===== config.mk =====
export PLATFORM = sky130hd
export DESIGN_NAME = scl_period_gen
export DESIGN_NICKNAME = d
export VERILOG_FILES = /design/src/rtl/scl_period_gen.sv
export SDC_FILE = /design/constraint.sdc
export NUM_CORES = 1
export LEC_CHECK = 0
export CAP_MARGIN = 0
export CELL_PAD_IN_SITES_DETAIL_PLACEMENT = 1
export CELL_PAD_IN_SITES_GLOBAL_PLACEMENT = 2
export CORE_MARGIN = 10
export CORE_UTILIZATION = 40
export CTS_BUF_LIST = sky130_fd_sc_hd__clkbuf_8
export DETAILED_ROUTE_END_ITERATION = 10
export DONT_BUFFER_PORTS = 1
export MAX_ROUTING_LAYER = met4
export PLACE_DENSITY_LB_ADDON = 0.1
export SYNTH_ARGS = -nofsm -noshare
export SYNTH_HDL_FRONTEND = slang
export SYNTH_SLANG_ARGS = --single-unit

===== constraint.sdc =====
create_clock -name clk -period 4.2 [get_ports clk]
set_input_delay 0.63 -clock clk [delete_from_list [all_inputs] [get_ports clk]]
set_output_delay 0.63 -clock clk [all_outputs]
set_load 0.005 [all_outputs]

===== src/rtl/scl_period_gen.sv =====
module scl_period_gen #(
  parameter int CODE_W     = 3,
  parameter int BASE_SHIFT = 4,
  parameter int HIGH_EXTRA = 8
) (
  input  logic              clk,
  input  logic              rst_n,
  input  logic              en,
  input  logic [CODE_W-1:0] sel,
  input  logic              go,
  output logic              scl,
  output logic              fall_tick,
  output logic              rise_tick
);
  localparam int RESV  = (1 << CODE_W) - 1;
  localparam int MAXHI = (1 << (BASE_SHIFT + RESV - 1)) + HIGH_EXTRA;
  localparam int CNT_W = $clog2(MAXHI);

  logic             active;
  logic [CNT_W-1:0] cnt, low_len, high_len;
  logic             resv;

  always_comb begin
    low_len  = CNT_W'(32'd1 << (BASE_SHIFT + 32'(sel)));
    high_len = low_len + CNT_W'(HIGH_EXTRA);
  end

  assign resv = (sel == CODE_W'(RESV));

  always_ff @(posedge clk) begin
    if (!rst_n) begin
      scl <= 1'b1; active <= 1'b0; cnt <= '0;
      fall_tick <= 1'b0; rise_tick <= 1'b0;
    end else begin
      fall_tick <= 1'b0;
      rise_tick <= 1'b0;
      if (!en) begin
        scl <= 1'b1; active <= 1'b0; cnt <= '0;
      end else if (!active) begin
        if (!resv) begin
          active <= 1'b1; scl <= 1'b0; fall_tick <= 1'b1;
          cnt <= low_len - 1'b1;
        end
      end else if (cnt != '0) begin
        cnt <= cnt - 1'b1;
      end else if (!scl) begin
        if (go) begin
          scl <= 1'b1; rise_tick <= 1'b1;
          if (resv) active <= 1'b0;
          else      cnt <= high_len - 1'b1;
        end
      end else begin
        if (resv) active <= 1'b0;
        else begin
          scl <= 1'b0; fall_tick <= 1'b1;
          cnt <= low_len - 1'b1;
        end
      end
    end
  end
endmodule


Word level (Yosys, flattened, before mapping)
Index checks and enable logic that the tools add are counted.
{"block": "totals", "word_cells": 44, "regBits": 15, "output_inout_bits": 3}
{"block": "classes", "n_mux": 20, "eq_ne": 5, "bitwise_logic": 3, "n_shift": 1, "reduce_logical": 5, "n_addsub": 5}
{"operator": "two-way mux 11 bit", "n": 6}
{"operator": "subtractor 11 x 1 -> 11 bit (second input constant)", "n": 3}
{"operator": "two-way mux 1 bit", "n": 14}
{"operator": "adder 11 x 4 -> 11 bit (second input constant)", "n": 1}
{"operator": "nonzero test 11 bit", "n": 1}
{"operator": "left shift 1 x 4 -> 11 bit (first input constant)", "n": 1}
{"operator": "!= test 4 x 3 -> 1 bit (second input constant)", "n": 2}
{"operator": "AND reduction 2 bit", "n": 3}
{"operator": "OR reduction 5 bit", "n": 1}
{"operator": "adder 3 x 3 -> 4 bit (first input constant)", "n": 1}
{"operator": "!= test 2 bit (second input constant)", "n": 2}
{"operator": "equality test 3 bit (second input constant)", "n": 1}
{"operator": "inverter 1 bit", "n": 3}

Longest topological paths before layout
Gate-level depths: netlist (run 1).
{"block": "depth", "word_depth": 9, "mapped_depth": 8}

Worst setup path after synthesis (run 1)
Ideal clock, no wire load.
{"block": "synth_timing", "kind": "flip-flop to flip-flop", "from": "reg cnt[0]", "to": "reg cnt[6]", "t_arrival_ns": 2.199, "slack_ns": 1.926, "path_stages_with_launch": 9, "period_less_slack_ns": 2.274, "cell_sequence": "dfxtp_1 -> inv_1 -> ha_1 -> or4b_4 -> buf_6 -> nor4_4 -> nand2_2 -> or4b_1 -> a31oi_1"}
{"block": "synth_via", "elab_chain_cells": 3, "word_cells_on_any_way": 7}
{"item": "from (decl)", "line_no": "20", "rtl": "logic [CNT_W-1:0] cnt, low_len, high_len;"}
{"item": "from (signal assigned)", "line_no": "42", "rtl": "cnt <= low_len - 1'b1;"}
{"item": "from (signal assigned)", "line_no": "45", "rtl": "cnt <= cnt - 1'b1;"}
{"item": "from (signal assigned)", "line_no": "50", "rtl": "else cnt <= high_len - 1'b1;"}
{"item": "subtractor 11 x 1 -> 11 bit / nonzero test 11 bit (equally long branches)", "line_no": "45, 44"}
{"item": "two-way mux 11 bit / != test 4 x 3 -> 1 bit (equally long branches)"}
{"item": "two-way mux 11 bit / AND reduction 2 bit (equally long branches)"}
Parallel ways exist; a longest one is shown, timed or not.
A chain may end at the register's enable or synchronous reset.

Final worst setup path (run 1)
{"block": "layout_timing", "from": "reg cnt[0]", "to": "reg cnt[5]"}
The elaborated chain is that of the path after synthesis.

==> results.py, run 1 <==
metrics = {
    "logic_synthesis": {
        "synth_seq_cells": 15,
        "ys_warn_count": 0,
        "seq_area_frac_synth": 0.292,
        "synth_cells": 137,
        "synth.avg_cell_area_um2": 7.52,
        "async_flop_share": 0,
        "synth_top_area_frac": 0.292,
        "netlist.top_cell.by_area": "dfxtp_1",
        "synth_edf_count": 0,
        "synth_area_leaders": "dfxtp_1, nor2_1, a21oi_1, nor3_1, nand2_1",
        "yosys-top-cells-count": "nor2_1, dfxtp_1, nand2_1",
        "synth_area_mm2": 0.00103,
        "synth_nets": 145,
        "synth_cell_type_count": 41,
        "synth_most_common_cell": "nor2_1",
        "yosys_most_used_dff": "dfxtp_1",
    },
    "setup_path": {
        "endpoint_kind": "register",
        "cp.arrival_ns": 2.65,
        "worstPathMaxFanout": 5,
        "worstSetupStartpointType": "register",
        "setup.worst_path.start": "cnt[0]",
        "reg2reg_from": "cnt[0]",
        "path_class": "reg2reg",
        "cp.required_ns": 4.33,
    },
    "power_and_ir_drop": {
        "pwr-share-comb": 0.211,
        "leakagePower_nw": 0.377,
        "p_int_mw": 0.247,
        "p_seq_frac": 0.452,
        "p_clk_frac": 0.338,
        "p_sw_frac": 0.318,
        "power_density_mw_per_mm2": 341,
        "p_switching_mw": 0.115,
        "ir_worst_vdd_mv": 0.232,
    },
    "clocking": {
        "cts.clk_slew.worst_paths_ns": 0.07,
        "cts-htree-levels": 1,
        "clk-insertion-delay-late_ns": 0.26,
        "ctsLongestPathBuffers": 2,
        "cts_hold_buf": 0,
        "cts_root_buf": "clkbuf_8",
        "cts_buffers": 3,
        "numClockSinks": 15,
        "cts_setup_buffers": 0,
        "cts_tree": "built",
        "cts.repair.resized": 0,
    },
    "detailed_routing": {
        "ant_nets": 0,
        "avgRoutedWirePerCell_um": 18.4,
        "drt-initial-drc-count": 35,
        "drc": 0,
        "detail_route.first_pass.iterations": 4,
        "vias_per_cell": 6.37,
        "drt-total-wl_um": 2960,
        "vias": 1025,
    },
    "cells_and_area": {
        "diodes": 0,
        "final_area_mm2": 0.00106,
        "drive_gt1_frac": 0.0687,
        "syn2layout_area_growth_pct": 3.04,
        "nNetsFinal": 140,
    },
    "hold_path": {
        "min-delay-start": "en",
        "hp-class": "in2reg",
    },
    "placed_design": {
        "globalplace.congestion": 0.909,
        "post_dp_cell_area_mm2": 0.00101,
        "io_buffers": 0,
        "dp_hpwl_um": 2200,
    },
    "die": {
        "core_area_mm2": 0.00248,
        "dieArea_mm2": 0.00500,
        "initial_core_util": 0.416,
        "die_x_um": 70.7,
        "die_h_um": 70.7,
        "io_pins": 10,
        "core.rowCount": 18,
    },
    "outcome": {
        "outcome": "finished, final reports clean",
    },
    "timing": {
        "fin_crit_ns": 2.52,
        "max_slew_margin": 0.471,
        "hold_viol": 0,
        "rsz0062_at_grt": "false",
        "drv_slew": 0,
        "post-route-period-util": 0.600,
        "finClkSkew_ns": 0.00591,
        "tightest_slew_ns": 0.782,
        "setup_viol": 0,
        "tns_ns": 0,
        "max_freq_mhz": 397,
    },
    "grt": {
        "grt_pass1_vias": 973,
        "grt_start_max_net_pins": 15,
        "overflow": 0,
        "track_usage": 0.122,
        "antenna_found_initial": 0,
        "grt_pass1_wl_um": 4950,
    },
    "job": {
        "drv_cap": 0,
    },
}
## logic make-up (layout without fill, tap and decap cells)
| logic type | Yosys count | after routing | synth area share |
|---|---|---|---|
| adders and majority gates | 1 | 1 | 0.0121 |
| muxes | 3 | 3 | 0.0316 |
| buffers and inverters | 14 | 8 | 0.0656 |
| and+or+nand+nor | 65 | 65 | 0.338 |
| xor gates and xnor gates | 2 | 2 | 0.0170 |
| AOI/OAI and AO/OA | 37 | 37 | 0.244 |
| DFF | 15 | 15 | 0.292 |
## layout by cell type (no fill, tap or decap), types with 2 or more instances in the layout
master | synthesis | layout
nand2b_1 | 2 | 2
nor3b_1 | 2 | 2
nand2_1 | 12 | 12
nor4_1 | 2 | 2
o21a_1 | 2 | 2
o21ai_0 | 5 | 5
nand3_1 | 4 | 4
nor2_1 | 18 | 18
xnor2_1 | 2 | 2
mux2_2 | 2 | 2
o32ai_1 | 2 | 2
nor3_1 | 10 | 10
dfxtp_1 | 15 | 15
clkbuf_8 | 0 | 3
nand4_1 | 2 | 2
o2bb2ai_1 | 2 | 2
a211oi_1 | 5 | 5
a31oi_1 | 2 | 2
inv_1 | 4 | 4
o211ai_1 | 2 | 2
or3_1 | 4 | 4
a21oi_1 | 10 | 10
## registers in the layout, indices dropped and copies added (netlist names)
| signal | flops |
|---|---|
| rise_tick | 1 |
| active | 1 |
| cnt | 11 |
| fall_tick | 1 |
| scl | 1 |
## metal layers
| layer | global-route usage | wire [um] | vias up |
|---|---|---|---|
| met1 | 0.152 | 1400 | 500 |
| met5 | - | 0 | - |
| met4 | 0.0323 | 38 | 0 |
| met3 | 0.0377 | 176 | 5 |
| met2 | 0.184 | 1340 | 26 |
| li1 | - | - | 494 |
## power groups by stage
stage	logic, mW	registers, mW	clock network, mW
final	0.0763	0.164	0.122
after CTS	0.0758	0.163	0.124
after global placement	0.0751	0.167	0
after global routing	0.0846	0.165	0.132
after floorplan	0.0719	0.159	0
after detailed placement	0.0749	0.167	0
## critical path, cell delays in order, from the launching register on
cell and delay, ns:
dfxtp_1 0.35, inv_1 0.07, ha_1 0.21, nor4b_1 0.66, and4_1 0.34, a21boi_1 0.37, a21oi_1 0.07, a2111oi_0 0.33
## path summary, 6_finish.rpt
path,to,cells past startpoint,slack [ns]
setup / recovery,cnt[5],7,1.68
hold / removal,scl,1,0.45
setup reg to reg,cnt[5],7,1.68
hold reg to reg,cnt[0],1,0.53
## per-stage QoR
step	util	setup slack, ns	instances	total power [mW]	hold slack (ns)
6_report	0.428	1.68	161	0.362	0.447
5_1_grt	0.428	1.42	161	0.382	0.438
4_1_cts	0.428	1.70	161	0.364	0.442
3_5_place_dp	0.410	1.74	157	0.241	0.525
3_3_place_gp	0.410	1.78	157	0.242	0.498
2_1_floorplan	-	1.93	137	0.231	0.484
## layout make-up
class / count / area (um^2)
Fill cell: 318 / 1420
Multi-Input combinational cell: 108 / 662
Sequential cell: 15 / 300
Clock buffer: 3 / 41.3
Tap cell: 30 / 37.5
Inverter: 4 / 15.0
Clock inverter: 1 / 5.00
No activity file was read; power rests on OpenSTA's default activity.
==> run 2: changes to the inputs <==
--- a/config.mk
+++ b/config.mk
@@ -9,7 +9,7 @@
 export CELL_PAD_IN_SITES_DETAIL_PLACEMENT = 1
 export CELL_PAD_IN_SITES_GLOBAL_PLACEMENT = 2
 export CORE_MARGIN = 10
-export CORE_UTILIZATION = 40
+export CORE_UTILIZATION = 34
 export CTS_BUF_LIST = sky130_fd_sc_hd__clkbuf_8
 export DETAILED_ROUTE_END_ITERATION = 10
 export DONT_BUFFER_PORTS = 1
==> constraint.sdc (replaced) <==
create_clock -name clk -period 2.1 [get_ports clk]
set_input_delay 0.315 -clock clk [delete_from_list [all_inputs] [get_ports clk]]
set_output_delay 0.315 -clock clk [all_outputs]
set_load 0.005 [all_outputs]
==> run 2 against run 1 <==
  * Combinational power increased to 2.6 times the previous value
  * Flip-flop and latch count unchanged
  * Non-clock buffer count increased by 17
  * Power increased by 110%
  * Cell area increased by 15%
  * Sequential power increased by 97%
  * Critical path depth unchanged
  * Highest routed layer unchanged
  * Sequential share of layout area decreased by 3.6 points
  * Register-to-register slack got worse by 1.6 ns
  * Die area increased by 13%
  * Clock-buffer cell count unchanged
==> results.py, run 2 (synthesis gave the netlist of run 1 again) <==
metrics = {
    "timing": {
        "post-route-period-util": 0.949,
        "max_slew_margin": 0.636,
        "setup_viol": 0,
        "holdWs_ns": 0.129,
        "finClkSkew_ns": 0.00100,
        "rsz0062_at_grt": "false",
        "tns_ns": 0,
        "max_freq_mhz": 502,
        "drv_slew": 0,
        "fin_crit_ns": 1.99,
        "tightest_slew_ns": 0.545,
        "hold_viol": 0,
    },
    "job": {
        "drv_cap": 0,
    },
    "power_and_ir_drop": {
        "p_seq_frac": 0.422,
        "power_density_mw_per_mm2": 628,
        "p_int_mw": 0.519,
        "ir_worst_vdd_mv": 0.377,
        "p_switching_mw": 0.246,
        "pwr-share-comb": 0.260,
        "p_sw_frac": 0.321,
        "p_clk_frac": 0.318,
        "leakagePower_nw": 0.467,
    },
    "detailed_routing": {
        "ant_nets": 0,
        "vias_per_cell": 5.94,
        "avgRoutedWirePerCell_um": 19.7,
        "drt-initial-drc-count": 68,
        "drc": 0,
        "drt-total-wl_um": 3520,
        "vias": 1063,
        "detail_route.first_pass.iterations": 4,
    },
    "grt": {
        "track_usage": 0.139,
        "grt_pass1_wl_um": 5660,
        "grt_pass1_vias": 1077,
        "grt_start_max_net_pins": 15,
        "antenna_found_initial": 0,
        "overflow": 0,
    },
    "setup_path": {
        "slowest_delay_ns": 0.48,
        "cp.arrival_ns": 2.17,
        "worst_path_max_delay_cell": "or4b_4",
        "endpoint_kind": "register",
        "cp.required_ns": 2.28,
        "worstPathMaxFanout": 4,
        "path_class": "reg2reg",
        "rrSetupSlack_ns": 0.11,
        "worstSetupStartpointType": "register",
        "cp_cell_sequence": "inv_1 -> ha_4 -> or4b_4 -> nor4_4 -> nand2_2 -> or4b_1 -> a31oi_1",
    },
    "cells_and_area": {
        "largest_reg_flops": 11,
        "diodes": 0,
        "final_common_cell": "nor2_1",
        "drive_gt1_frac": 0.209,
        "fillers": 353,
        "syn2layout_area_growth_pct": 18.3,
        "top_register": "cnt",
        "mostFrequentLayoutCells": "nor2_1, buf_4, dfxtp_1",
        "nNetsFinal": 157,
        "final_area_mm2": 0.00122,
        "final_util": 0.431,
    },
    "die": {
        "die_x_um": 75.0,
        "core.rowCount": 19,
        "io_pins": 10,
        "dieArea_mm2": 0.00563,
        "die_h_um": 75.0,
        "initial_core_util": 0.364,
        "core_area_mm2": 0.00283,
    },
    "clocking": {
        "cts_tree": "built",
        "cts.clk_slew.worst_paths_ns": 0.06,
        "ctsLongestPathBuffers": 2,
        "numClockSinks": 15,
        "cts-htree-levels": 1,
        "clk-insertion-delay-late_ns": 0.26,
        "cts_buffers": 3,
        "cts_root_buf": "clkbuf_8",
    },
    "placed_design": {
        "globalplace.congestion": 0.903,
        "dp_hpwl_um": 2640,
        "post_dp_cell_area_mm2": 0.00114,
        "io_buffers": 0,
    },
    "hold_path": {
        "hp-class": "in2reg",
    },
    "outcome": {
        "outcome": "finished, final reports clean",
    },
}
-- run 2: cell count changes in the layout (fill, tap and decap cells not counted), sizes merged --
cell	before	now
clkinv	1	0
buf	0	17
inv	4	5
-- run 2: through the flow --
step / worst slack (ns) / power (mW) / instances
floorplan: 0.00801 / 0.462 / 137
global placement: 0.0447 / 0.515 / 174
detailed placement: 0.0351 / 0.518 / 174
CTS: 0.0201 / 0.767 / 178
global route: 0.0110 / 0.807 / 179
finish: 0.107 / 0.765 / 179
-- run 2: final timing paths --
path,startpoint,to,depth (start not counted)
setup / recovery,cnt[0],cnt[6],7
hold / removal,en,scl,1
setup reg to reg,cnt[0],cnt[6],7
hold reg to reg,cnt[0],cnt[0],2
-- run 2: power by group through the flow --
stage | Sequential [mW] | Combinational (mW) | Clock (mW)
after global placement | 0.326 | 0.188 | 0
after global routing | 0.326 | 0.219 | 0.262
after floorplan | 0.318 | 0.144 | 0
final | 0.323 | 0.199 | 0.244
after CTS | 0.321 | 0.193 | 0.253
after detailed placement | 0.327 | 0.191 | 0
-- run 2: repair_timing --
action                                  in CTS  in global routing
endpoints found under the setup margin       1                  4
buffers inserted                             0                  1
gates resized for setup                      1                  6
hold buffers                                 0                  0
-- run 2: cell type report --
cell class	instances	area, um^2	share of cell area
clock inverters	1	3.75	0.00308
flip-flops and latches	15	302	0.247
multi-input cells	108	691	0.567
repair buffers	17	128	0.105
clock buffers	3	41.3	0.0339
well taps	31	38.8	0.0318
inverters	4	15.0	0.0123
-- run 2: metal layers --
metal,global-route usage,wire length (um),vias up
li1,-,-,527
met1,0.179,1750,517
met2,0.200,1580,14
met3,0.0302,129,5
met4,0.0630,57,0
met5,-,0,-
-- run 2: critical path: cells and delay by family, from the launching register on --
family,cells,cell delay (ns)
compound gates,1,0.14
simple gates,4,1.23
fa+ha+maj,1,0.15
buf+inv,1,0.09
flops,1,0.31
==> run 3: changes to the inputs <==
--- a/config.mk
+++ b/config.mk
@@ -13,6 +13,7 @@
 export CTS_BUF_LIST = sky130_fd_sc_hd__clkbuf_8
 export DETAILED_ROUTE_END_ITERATION = 10
 export DONT_BUFFER_PORTS = 1
+export GPL_TIMING_DRIVEN = 0
 export MAX_ROUTING_LAYER = met4
 export PLACE_DENSITY_LB_ADDON = 0.1
 export SYNTH_ARGS = -nofsm -noshare
==> run 3 against run 2 <==
  * The run now ends with setup timing left
  * Via count up 3.0%
  * Final cell count up 2.2%
  * Power up 4.3%
  * Hold slack better by 0.0036 ns
  * Cell area up 5.0%
  * Critical path depth unchanged
  * First-iteration DRC count up 18%
  * Setup slack worse by 0.14 ns
  * Register-to-register slack worse by 0.14 ns
  * Fmax down 6.4%
==> results.py, run 3 (synthesis gave the netlist of run 1 again) <==
metrics = {
    "power_and_ir_drop": {
        "power_density_mw_per_mm2": 624,
        "ir_worst_vdd_mv": 0.463,
        "power_mw": 0.798,
        "leakagePower_nw": 0.472,
    },
    "detailed_routing": {
        "drt-met1-wl_um": 1640,
        "ant_nets": 0,
        "wl_met2_um": 1610,
        "avgRoutedWirePerCell_um": 19.1,
        "maxUsedRoutingLayer": "met4",
        "drt-initial-drc-count": 80,
        "vias": 1095,
        "detail_route.first_pass.iterations": 4,
        "met3_length_um": 177,
        "vias_per_cell": 5.98,
        "drc": 0,
        "drt-total-wl_um": 3490,
    },
    "setup_path": {
        "worstSetupStartpointType": "register",
        "worst_path_max_delay_cell": "or4b_4",
        "cp.required_ns": 2.28,
        "critical_path_buf_inv_count": 1,
        "cp.arrival_ns": 2.30,
        "slowest_delay_ns": 0.55,
        "path_class": "reg2reg",
        "critical-path-top-delay-family": "simple AND/OR/NAND/NOR gates",
        "worstPathMaxFanout": 3,
        "endpoint_kind": "register",
        "cp_cell_sequence": "inv_2 -> ha_4 -> or4b_4 -> nor4_4 -> nand2_2 -> or4b_4 -> a31oi_4",
        "crit_path_frequent_cell": "or4b_4",
    },
    "outcome": {
        "outcome": "finished, violations left",
        "violations": "setup timing",
    },
    "die": {
        "core.rowCount": 19,
        "io_pins": 10,
        "core_area_mm2": 0.00283,
        "die_x_um": 75.0,
        "initial_core_util": 0.364,
        "dieArea_mm2": 0.00563,
        "die_h_um": 75.0,
    },
    "cells_and_area": {
        "largest_reg_flops": 11,
        "final_common_cell": "nor2_1",
        "final_area_mm2": 0.00128,
        "diodes": 0,
        "top_register": "cnt",
        "drive_gt1_frac": 0.243,
        "mostFrequentLayoutCells": "nor2_1, dfxtp_1, buf_4",
        "nNetsFinal": 161,
        "syn2layout_area_growth_pct": 24.3,
    },
    "timing": {
        "fin_crit_ns": 2.13,
        "max_freq_mhz": 470,
        "setup_slack_ns": -0.0297,
        "rsz0062_at_grt": "true",
        "hold_viol": 0,
        "tightest_slew_ns": 0.686,
        "tns_ns": -0.0297,
        "holdWs_ns": 0.132,
        "max_slew_margin": 0.539,
        "post-route-period-util": 1.01,
        "finClkSkew_ns": 0.00773,
        "drv_slew": 0,
        "setup_viol": 1,
    },
    "hold_path": {
        "hp-class": "in2reg",
    },
    "grt": {
        "grt_pass1_vias": 1123,
        "grt_pass1_wl_um": 5620,
        "antenna_found_initial": 0,
        "overflow": 0,
        "grt_start_max_net_pins": 11,
        "track_usage": 0.133,
    },
    "clocking": {
        "cts_buffers": 3,
        "clk-insertion-delay-late_ns": 0.25,
        "ctsLongestPathBuffers": 2,
        "cts.clk_slew.worst_paths_ns": 0.07,
        "cts_tree": "built",
        "cts_hold_buf": 0,
        "cts-htree-levels": 1,
        "cts_root_buf": "clkbuf_8",
        "numClockSinks": 15,
    },
    "placed_design": {
        "io_buffers": 0,
        "post_dp_cell_area_mm2": 0.00107,
        "dp_hpwl_um": 2390,
        "globalplace.congestion": 0.851,
    },
    "job": {
        "drv_cap": 0,
    },
}
-- run 3: routing by layer --
metal	global-route usage	vias to the layer above
met2	0.200	31
met1	0.170	519
met3	0.0355	8
li1	-	537
met5	-	-
met4	0.0357	0
-- run 3: area by class of cell --
class | instances | area, um^2
Multi-Input combinational cell | 108 | 741
Timing Repair Buffer | 13 | 97.6
Inverter | 4 | 15.0
Clock inverter | 1 | 5.00
Buffer | 8 | 38.8
Clock buffer | 3 | 41.3
Sequential cell | 15 | 303
Tap cell | 31 | 38.8
Fill cell | 358 | 1550
-- run 3: path summary, 6_finish.rpt --
| kind | slack (ns) | end | cells past startpoint | from |
|---|---|---|---|---|
| worst max-delay path | -0.03 | cnt[6] | 7 | cnt[1] |
| worst min-delay path | 0.13 | scl | 1 | en |
| worst max register to register | -0.03 | cnt[6] | 7 | cnt[1] |
| worst min register to register | 0.59 | cnt[1] | 3 | cnt[0] |
-- run 3: what timing repair did --
item,CTS,global route
resized for setup,11,5
setup endpoints to repair,12,4
gates cloned,0,0
buffers inserted,7,6
pin swaps,4,6
-- run 3: report_power, final --
group	leakage [nW]	total [mW]	switching (mW)	internal, mW
logic	0.322	0.232	0.128	0.104
registers	0.124	0.321	0.0210	0.300
clock network	0.0255	0.244	0.113	0.132
total	0.472	0.798	0.262	0.536
-- run 3: metrics by stage --
step / worst slack [ns] / instances / utilization
detailed placement: -0.432 / 168 / 0.379
global route: -0.0894 / 183 / 0.452
global placement: -0.427 / 168 / 0.379
floorplan: 0.00801 / 137 / -
finish: -0.0297 / 183 / 0.452
CTS: -0.0664 / 178 / 0.425
